## config.mk

```make
export PLATFORM = sky130hd
export DESIGN_NAME = i2c_rstart_seq
export DESIGN_NICKNAME = d
export VERILOG_FILES = /design/src/rtl/i2c_rs_pkg.sv /design/src/rtl/rs_pin_sync.sv /design/src/rtl/rs_baud_cnt.sv /design/src/rtl/rs_seq_fsm.sv /design/src/rtl/i2c_rstart_seq.sv
export SDC_FILE = /design/constraint.sdc
export NUM_CORES = 1
export LEC_CHECK = 0
export BUFFER_PORTS_ARGS = -buffer_cell sky130_fd_sc_hd__buf_2
export CORE_AREA = 2 2 72 74
export CTS_BUF_LIST = sky130_fd_sc_hd__clkbuf_16
export DETAILED_ROUTE_END_ITERATION = 12
export DIE_AREA = 0 0 74 76
export SLEW_MARGIN = 20
export SYNTH_ARGS = -nofsm -noshare
export SYNTH_HDL_FRONTEND = slang
export SYNTH_SLANG_ARGS = --single-unit
export TNS_END_PERCENT = 5
```

## constraint.sdc

```tcl
create_clock -name clk -period 3.1 [get_ports clk]
set_input_delay 0.155 -clock clk [delete_from_list [all_inputs] [get_ports clk]]
set_output_delay 0.155 -clock clk [all_outputs]
set_load 0.05 [all_outputs]
```

## src/rtl/i2c_rs_pkg.sv

```systemverilog
package i2c_rs_pkg;
  typedef enum logic [2:0] {
    RS_IDLE    = 3'd0,
    RS_SCL_DN  = 3'd1,
    RS_SDA_UP  = 3'd2,
    RS_SCL_UP  = 3'd3,
    RS_HOLD_HI = 3'd4,
    RS_SDA_DN  = 3'd5
  } rs_state_t;

  localparam int LINE_SDA = 0;
  localparam int LINE_SCL = 1;
  localparam int LINES    = 2;
endpackage

```

## src/rtl/rs_pin_sync.sv

```systemverilog
module rs_pin_sync #(
  parameter int STAGES = 2,
  parameter int W      = 2
) (
  input  logic         clk,
  input  logic         rst,
  input  logic [W-1:0] d_i,
  output logic [W-1:0] q_o
);
  logic [STAGES-1:0][W-1:0] stg;

  generate
    if (STAGES == 1) begin : g_one
      always_ff @(posedge clk) begin
        if (rst) stg <= '1;
        else     stg <= d_i;
      end
    end else begin : g_chain
      always_ff @(posedge clk) begin
        if (rst) stg <= '1;
        else     stg <= {stg[STAGES-2:0], d_i};
      end
    end
  endgenerate

  assign q_o = stg[STAGES-1];
endmodule

```

## src/rtl/rs_baud_cnt.sv

```systemverilog
module rs_baud_cnt #(
  parameter int W = 7
) (
  input  logic         clk,
  input  logic         rst,
  input  logic         load_i,
  input  logic [W-1:0] val_i,
  output logic         busy_o,
  output logic         tout_o
);
  logic [W-1:0] cnt;
  logic         run;

  always_ff @(posedge clk) begin
    if (rst) begin
      cnt <= '0;
      run <= 1'b0;
    end else if (load_i) begin
      cnt <= val_i;
      run <= 1'b1;
    end else if (run) begin
      if (cnt == '0) run <= 1'b0;
      else           cnt <= cnt - 1'b1;
    end
  end

  assign busy_o = run;
  assign tout_o = run && (cnt == '0);
endmodule

```

## src/rtl/rs_seq_fsm.sv

```systemverilog
module rs_seq_fsm
  import i2c_rs_pkg::*;
(
  input  logic clk,
  input  logic rst,
  input  logic start_i,
  input  logic sda_s_i,
  input  logic scl_s_i,
  input  logic tout_i,
  input  logic cnt_busy_i,
  output logic cnt_load_o,
  output logic done_o,
  output logic bcol_o,
  output logic active_o,
  output logic sda_drv_o,
  output logic scl_drv_o
);
  rs_state_t st, st_nx;
  logic      sda_nx, scl_nx;

  always_comb begin
    st_nx      = st;
    sda_nx     = sda_drv_o;
    scl_nx     = scl_drv_o;
    cnt_load_o = 1'b0;
    done_o     = 1'b0;
    bcol_o     = 1'b0;
    unique case (st)
      RS_IDLE: begin
        if (start_i) begin
          scl_nx = 1'b1;
          st_nx  = RS_SCL_DN;
        end
      end
      RS_SCL_DN: begin
        if (!scl_s_i) begin
          cnt_load_o = 1'b1;
          sda_nx     = 1'b0;
          st_nx      = RS_SDA_UP;
        end
      end
      RS_SDA_UP: begin
        if ((tout_i || !cnt_busy_i) && sda_s_i) begin
          scl_nx = 1'b0;
          st_nx  = RS_SCL_UP;
        end
      end
      RS_SCL_UP: begin
        if (scl_s_i) begin
          if (!sda_s_i) begin
            bcol_o = 1'b1;
          end else begin
            cnt_load_o = 1'b1;
            st_nx      = RS_HOLD_HI;
          end
        end
      end
      RS_HOLD_HI: begin
        if (!scl_s_i) begin
          bcol_o = 1'b1;
        end else if (tout_i) begin
          sda_nx     = 1'b1;
          cnt_load_o = 1'b1;
          st_nx      = RS_SDA_DN;
        end
      end
      RS_SDA_DN: begin
        if (tout_i) begin
          done_o = 1'b1;
          st_nx  = RS_IDLE;
        end
      end
      default: st_nx = RS_IDLE;
    endcase
    if (bcol_o) begin
      sda_nx = 1'b0;
      scl_nx = 1'b0;
      st_nx  = RS_IDLE;
    end
  end

  always_ff @(posedge clk) begin
    if (rst) begin
      st        <= RS_IDLE;
      sda_drv_o <= 1'b0;
      scl_drv_o <= 1'b0;
    end else begin
      st        <= st_nx;
      sda_drv_o <= sda_nx;
      scl_drv_o <= scl_nx;
    end
  end

  assign active_o = (st != RS_IDLE);
endmodule

```

## src/rtl/i2c_rstart_seq.sv

```systemverilog
module i2c_rstart_seq
  import i2c_rs_pkg::*;
#(
  parameter int RLD_W       = 7,
  parameter int BUF_W       = 8,
  parameter int EVT_W       = 4,
  parameter int SYNC_STAGES = 2
) (
  input  logic             clk,
  input  logic             rst,
  input  logic             req_set_i,
  input  logic             other_busy_i,
  input  logic [RLD_W-1:0] reload_i,
  input  logic             sda_in_i,
  input  logic             scl_in_i,
  input  logic             buf_wr_i,
  input  logic [BUF_W-1:0] buf_wdata_i,
  input  logic             evt_wr_i,
  input  logic [EVT_W-1:0] evt_wdata_i,
  input  logic             flag_clr_i,
  output logic             sda_drv_o,
  output logic             scl_drv_o,
  output logic             req_o,
  output logic             start_det_o,
  output logic             done_irq_o,
  output logic             wcol_o,
  output logic             bcol_o,
  output logic [BUF_W-1:0] buf_o,
  output logic [EVT_W-1:0] evt_bits_o
);
  logic [LINES-1:0] pins_raw, pins_s;
  logic sda_s, scl_s, sda_q;
  logic accept, active;
  logic cnt_load, cnt_busy, tout;
  logic done_p, bcol_p, start_p;

  assign pins_raw[LINE_SDA] = sda_in_i;
  assign pins_raw[LINE_SCL] = scl_in_i;

  rs_pin_sync #(.STAGES(SYNC_STAGES), .W(LINES)) u_sync (
    .clk (clk),
    .rst (rst),
    .d_i (pins_raw),
    .q_o (pins_s)
  );

  assign sda_s = pins_s[LINE_SDA];
  assign scl_s = pins_s[LINE_SCL];

  rs_baud_cnt #(.W(RLD_W)) u_cnt (
    .clk    (clk),
    .rst    (rst),
    .load_i (cnt_load),
    .val_i  (reload_i),
    .busy_o (cnt_busy),
    .tout_o (tout)
  );

  assign accept = req_set_i && !req_o && !other_busy_i;

  rs_seq_fsm u_fsm (
    .clk        (clk),
    .rst        (rst),
    .start_i    (accept),
    .sda_s_i    (sda_s),
    .scl_s_i    (scl_s),
    .tout_i     (tout),
    .cnt_busy_i (cnt_busy),
    .cnt_load_o (cnt_load),
    .done_o     (done_p),
    .bcol_o     (bcol_p),
    .active_o   (active),
    .sda_drv_o  (sda_drv_o),
    .scl_drv_o  (scl_drv_o)
  );

  assign start_p = sda_q && !sda_s && scl_s;

  always_ff @(posedge clk) begin
    if (rst) begin
      sda_q       <= 1'b1;
      req_o       <= 1'b0;
      start_det_o <= 1'b0;
      done_irq_o  <= 1'b0;
      wcol_o      <= 1'b0;
      bcol_o      <= 1'b0;
      buf_o       <= '0;
      evt_bits_o  <= '0;
    end else begin
      sda_q <= sda_s;
      if (accept)               req_o <= 1'b1;
      else if (done_p || bcol_p) req_o <= 1'b0;

      if (flag_clr_i) begin
        start_det_o <= 1'b0;
        done_irq_o  <= 1'b0;
        wcol_o      <= 1'b0;
        bcol_o      <= 1'b0;
      end
      if (start_p) start_det_o <= 1'b1;
      if (done_p)  done_irq_o  <= 1'b1;
      if (bcol_p)  bcol_o      <= 1'b1;

      if (buf_wr_i) begin
        if (active) wcol_o <= 1'b1;
        else        buf_o  <= buf_wdata_i;
      end
      if (evt_wr_i && !active) evt_bits_o <= evt_wdata_i;
    end
  end
endmodule

```

==> flow_summary.yaml, run 1 <==
cts:
  htree_levels: 2
  cts_resized: 0
  cts.sinks: 35
  postCtsSetupBuffers: 0
  cts_buffers: 5
  clockBufferDepth: 2
  root_buffer: "clkbuf_16"
  cts_hold_buf: 0
  clkTransAtPathRegs_ps: 50
  cts_tree: "done"
  insertion_delay_ps: 280
critical_path:
  cp_slowest_stage_delay_ps: 570
  crit_type: "flop to flop"
  path_buf_inv: 0
  path_cells: "or3b_2 -> a21oi_1 -> o22a_2 -> mux2i_1 -> nor2_1"
  critPathCaptureType: "flop"
  arrival_ps: 2100
  critPathMaxFanout: 16
  crit_family: "flip-flops"
  cp_slowest_cell: "dfxtp_1"
  cp_data_required_time_ps: 3250
  start_kind: "flop"
drt:
  dr.pass1.iters: 4
  drt-vias-per-instance: 4.787
  final_antenna_net_count: 0
  wl_mm: 3.481
  drtIter0Drc: 77
  route.detailed.drc: 0
  num_vias: 1441
  wl_per_cell_um: 11.56
synth:
  ys_seq_elements: 35
  synth_warnings: 0
  synth_edf_count: 0
  post_synth_num_cell_types: 44
  syn_area_sq_mm: 0.001660
  synthFlopType: "dfxtp_1"
  synth_cells: 188
  syn_nets: 217
  async_reset_ff_frac: 0
  synth_area_per_cell_sq_um: 8.832
  ys_seq_area_frac: 0.4220
place:
  routabilityCongestion: 0.8491
  place_area_sq_mm: 0.001896
  port_buffers: 46
  hpwl_mm: 2.499
  dpl.cell_count: 293
timing:
  max_freq_mhz: 512.2
  slew_headroom: 0.5826
  rsz0062_at_grt: "no"
  hold_viol: 0
  setup_viol: 0
  worst_slew_pin_slew_ps: 617.3
  fin_setup_tns_ps: 0
  fin_crit_sh: 0.6297
  layout_min_cycle_time_ps: 1952
  holdWs_ps: 57.30
  skew_ps: 4.574
  drv_slew: 0
layout:
  final_area_sq_mm: 0.002032
  multi_input_area_sq_um: 847.1
  fillers: 496
  drive_above_1_share: 0.2944
  antenna_cells: 0
  area_growth_syn_to_layout_pct: 22.38
  nets: 259
  regArea_sq_um: 700.7
  final-instance-count-excl-fill: 301
global_routing:
  grt_pass1_vias: 1258
  grt_remaining_overflow: 0
  grt_max_degree: 32
  grtUsageTotal: 0.1297
  grt_antenna_before_repair: 0
  grt_pass1_wl_mm: 5.727
run:
  drv_cap: 0
run_status:
  status: "finished clean"
floorplan:
  coreArea_sq_mm: 0.004912
  rows: 26
  dieHeight_um: 76
  initial_core_util: 0.3380
  die_w_um: 74
  dieArea_sq_mm: 0.005624
  io_pins: 47
pwr:
  ir_drop_mv: 0.2496
  power_density_mw_per_mm2: 606.4
  power.total_mw: 1.232
  p_leak_nw: 0.8653
hold_path:
  min_path_type: "input port to flop"
sequential cells by signal (all words and copies together) (netlist names), 2 cells and up:
signal and count:
buf_o 8, evt_bits_o 4, u_sync.q_o 2, u_sync.stg 2, u_fsm.st 3, u_cnt.cnt 7
worst reg2reg max path: stages (launching register included):
cell,delay [ps]
dfxtp_1,570
or3b_2,480
a21oi_1,170
o22a_2,330
mux2i_1,220
nor2_1,50
area by class of cell:
type                            count  area share
Clock buffer                        5     0.06158
Multi-Input combinational cell    134      0.4169
Clock inverter                      3    0.005542
Timing Repair Buffer               46      0.1133
Tap cell                           70     0.04310
Sequential cell                    35      0.3448
Inverter                            8     0.01478
cells in the mapped netlist, types with 3 or more instances:
cell	number	area share
or2_2	7	0.026
buf_6	4	0.027
nand4_1	3	0.011
o21ai_0	5	0.015
dfxtp_1	35	0.42
mux2i_1	12	0.072
nand2_1	24	0.054
nor2_1	21	0.047
clkbuf_1	5	0.011
a21oi_1	18	0.054
inv_1	8	0.018
through the flow:
stage	utilization	setup slack, ps
3_3_place_gp	0.3859	1198
5_1_grt	0.4137	1025
4_1_cts	0.4137	1157
2_1_floorplan	-	1374
3_5_place_dp	0.3859	1184
6_report	0.4137	1148
kinds of logic after synthesis:
group / count (synthesis) / synth area share
buffers and inverters: 19 / 0.06782
AND/OR/NAND/NOR: 78 / 0.2396
flip-flops: 35 / 0.4220
XOR/XNOR: 2 / 0.01055
multiplexers: 12 / 0.07235
adder cells (fa/ha/maj): 1 / 0.007535
AO/OA/AOI/OAI: 41 / 0.1801
worst paths after layout:
| path | from | endpoint | slack [ps] | cells past startpoint |
|---|---|---|---|---|
| worst max-delay path | u_fsm.st[0]$_SDFFE_PP0P_ | u_cnt.cnt[3]$_SDFFE_PP0P_ | 1150 | 5 |
| worst min-delay path | sda_in_i | u_sync.stg[0]$_SDFF_PP1_ | 60 | 2 |
| worst max register to register | u_fsm.st[0]$_SDFFE_PP0P_ | u_cnt.cnt[3]$_SDFFE_PP0P_ | 1150 | 5 |
| worst min register to register | u_sync.stg[0]$_SDFF_PP1_ | u_sync.q_o[0]$_SDFF_PP1_ | 400 | 1 |
placed cells by master, fill, tap and decap left out, types with 2 or more instances in the layout:
master / synthesis / routed
a21bo_2: 2 / 2
a21oi_1: 18 / 18
and2_1: 2 / 2
buf_2: 1 / 46
clkbuf_16: 0 / 5
clkinv_1: 0 / 2
dfxtp_1: 35 / 35
inv_1: 8 / 9
mux2i_1: 12 / 12
nand2_1: 24 / 24
nand2b_1: 2 / 2
nand3_1: 2 / 2
nand4_1: 3 / 3
nor2_1: 21 / 21
nor2b_1: 2 / 2
nor3_1: 2 / 2
nor3b_1: 2 / 2
nor4_1: 2 / 2
nor4b_1: 2 / 2
o211ai_1: 2 / 2
o21ai_0: 5 / 5
or2_2: 7 / 7
or2b_2: 2 / 2
or3_1: 2 / 2
xnor2_1: 2 / 2
metal layers:
layer / global-route usage / wire (um)
met2: 0.1938 / 1576
met5: 0 / 0
met1: 0.1680 / 1607
met3: 0.04894 / 238
met4: 0.04909 / 59
power breakdown:
group / total, mW / internal [mW] / switching (mW)
registers: 0.514 / 0.482 / 0.0319
logic: 0.254 / 0.0905 / 0.164
clock network: 0.464 / 0.289 / 0.175
total: 1.23 / 0.861 / 0.371
No activity file was read; power rests on OpenSTA's default activity.
==> inputs of run 2 (changes only) <==
==> constraint.sdc (replaced) <==
create_clock -name clk -period 1.8 [get_ports clk]
set_input_delay 0.09 -clock clk [delete_from_list [all_inputs] [get_ports clk]]
set_output_delay 0.09 -clock clk [all_outputs]
set_load 0.05 [all_outputs]
==> run 2 against run 1 <==
Utilization is 3.9 points higher; non-clock buffer count increased by 21; first-iteration DRC count is 12% higher; global-route usage grew 2.0 points; critical path type unchanged.
==> flow_summary.yaml, run 2 (same netlist as run 1, synthesis figures left out) <==
drt:
  route.detailed.drc: 0
  dr.pass1.iters: 4
  num_vias: 1555
  drtIter0Drc: 86
  final_antenna_net_count: 0
  drt-vias-per-instance: 4.829
  wl_mm: 3.956
  wl_per_cell_um: 12.29
layout:
  antenna_cells: 0
  final_cell_mix: "buf_2 (46), dfxtp_1 (34), nand2_1 (24), nor2_1 (21), buf_4 (19)"
  drive_above_1_share: 0.3690
  regArea_sq_um: 701.9
  area_growth_syn_to_layout_pct: 34.06
  reg_top3: "buf_o: 8 flops, u_cnt.cnt: 7 flops, evt_bits_o: 4 flops"
  final_common_cell: "buf_2"
  multi_input_area_sq_um: 873.3
  fillers: 500
  nets: 280
  largest_register_ffs: 8
  top_register: "buf_o"
global_routing:
  grt_antenna_before_repair: 0
  grt_pass1_vias: 1452
  grt_max_degree: 19
  grtUsageTotal: 0.1493
  grt_remaining_overflow: 0
  grt_pass1_wl_mm: 6.693
cts:
  clkTransAtPathRegs_ps: 50
  cts.sinks: 35
  cts_tree: "done"
  insertion_delay_ps: 280
  cts_buffers: 5
  htree_levels: 2
  clockBufferDepth: 2
  root_buffer: "clkbuf_16"
floorplan:
  coreArea_sq_mm: 0.004912
  dieHeight_um: 76
  rows: 26
  die_w_um: 74
  initial_core_util: 0.3380
  io_pins: 47
  dieArea_sq_mm: 0.005624
critical_path:
  critPathCaptureType: "flop"
  crit_family: "compound AO/OA/AOI/OAI gates"
  critPathMaxFanout: 8
  cp_slowest_cell: "or3_4"
  cp_slowest_stage_delay_ps: 420
  arrival_ps: 1900
  crit_type: "flop to flop"
  path_cells: "or3_4 -> o41ai_2 -> o22a_2 -> mux2i_1 -> nor2_1"
  r2r_cells: 5
  path_buf_inv: 0
  start_kind: "flop"
  cp_data_required_time_ps: 1970
  cp.depth: 5
pwr:
  p_leak_nw: 0.9554
  power_density_mw_per_mm2: 993.1
  power.total_mw: 2.211
  ir_drop_mv: 0.6105
timing:
  rsz0062_at_grt: "yes"
  max_freq_mhz: 575.2
  layout_min_cycle_time_ps: 1738
  hold_viol: 0
  slew_headroom: 0.7411
  worst_slack_ps: 61.53
  skew_ps: 3.637
  drv_slew: 0
  fin_crit_sh: 0.9658
  setup_viol: 0
  worst_slew_pin_slew_ps: 383.4
place:
  port_buffers: 46
  pre_cts_slack_ps: -55.07
  routabilityCongestion: 0.8359
  hpwl_mm: 2.856
hold_path:
  hold_depth: 3
  min_path_type: "input port to flop"
run_status:
  status: "finished clean"
run:
  drv_cap: 0
==> run 2: worst min-delay path, delay by kind of cell <==
| kind | cells | cell delay (ps) |
|---|---|---|
| buffers and inverters | 1 | 80 |
| AND/OR/NAND/NOR | 1 | 70 |
| multiplexers | 1 | 50 |
==> run 2: what timing repair did <==
action | 4_1_cts | 5_1_grt
gates cloned | 0 | 0
hold buffers | 2 | 0
pin swaps | 1 | 5
buffers inserted | 0 | 1
gates resized for setup | 3 | 3
endpoints found under the hold margin | 2 | 0
endpoints found under the setup margin | 7 | 8
==> run 2: path summary, 6_finish.rpt <==
| check | endpoint | slack [ps] | start |
|---|---|---|---|
| worst min-delay path | u_cnt.cnt[2]$_SDFFE_PP0P_ | 40 | reload_i[2] |
| worst min register to register | u_sync.q_o[1]$_SDFF_PP1_ | 410 | u_sync.stg[1]$_SDFF_PP1_ |
| worst max register to register | u_cnt.cnt[5]$_SDFFE_PP0P_ | 60 | u_cnt.cnt[6]$_SDFFE_PP0P_ |
| worst max-delay path | u_cnt.cnt[5]$_SDFFE_PP0P_ | 60 | u_cnt.cnt[6]$_SDFFE_PP0P_ |
==> run 2: final cells by class <==
| cell class | instances | share of cell area |
|---|---|---|
| Inverter | 8 | 0.01349 |
| Timing Repair Buffer | 67 | 0.1765 |
| Multi-Input combinational cell | 134 | 0.3924 |
| Clock buffer | 5 | 0.05621 |
| Clock inverter | 3 | 0.006745 |
| Sequential cell | 35 | 0.3153 |
| Tap cell | 70 | 0.03935 |
==> run 2: per-stage QoR <==
stage                 util  cells  setup TNS (ps)  cell area [sq um]  hold WS [ps]
finish              0.4531    322               0               2226         45.00
global route        0.4531    322          -333.5               2226         49.96
CTS                 0.4496    321               0               2208         42.29
detailed placement  0.4134    311          -325.1               2031         274.8
global placement    0.4134    311          -97.85               2031         272.6
floorplan                -    188               0               1660         193.8
==> run 2: routing by layer <==
layer	vias up	GRT usage	part of all wire
met5	-	0	0
met4	0	0.04727	0.014
met3	7	0.04497	0.058
met2	40	0.2339	0.49
met1	722	0.1949	0.44
li1	786	-	-
==> run 2: power by group <==
part / internal (mW) / switching [mW] / total, mW
clock: 0.502 / 0.319 / 0.821
combinational: 0.206 / 0.324 / 0.530
sequential: 0.830 / 0.0296 / 0.859
total: 1.54 / 0.673 / 2.21
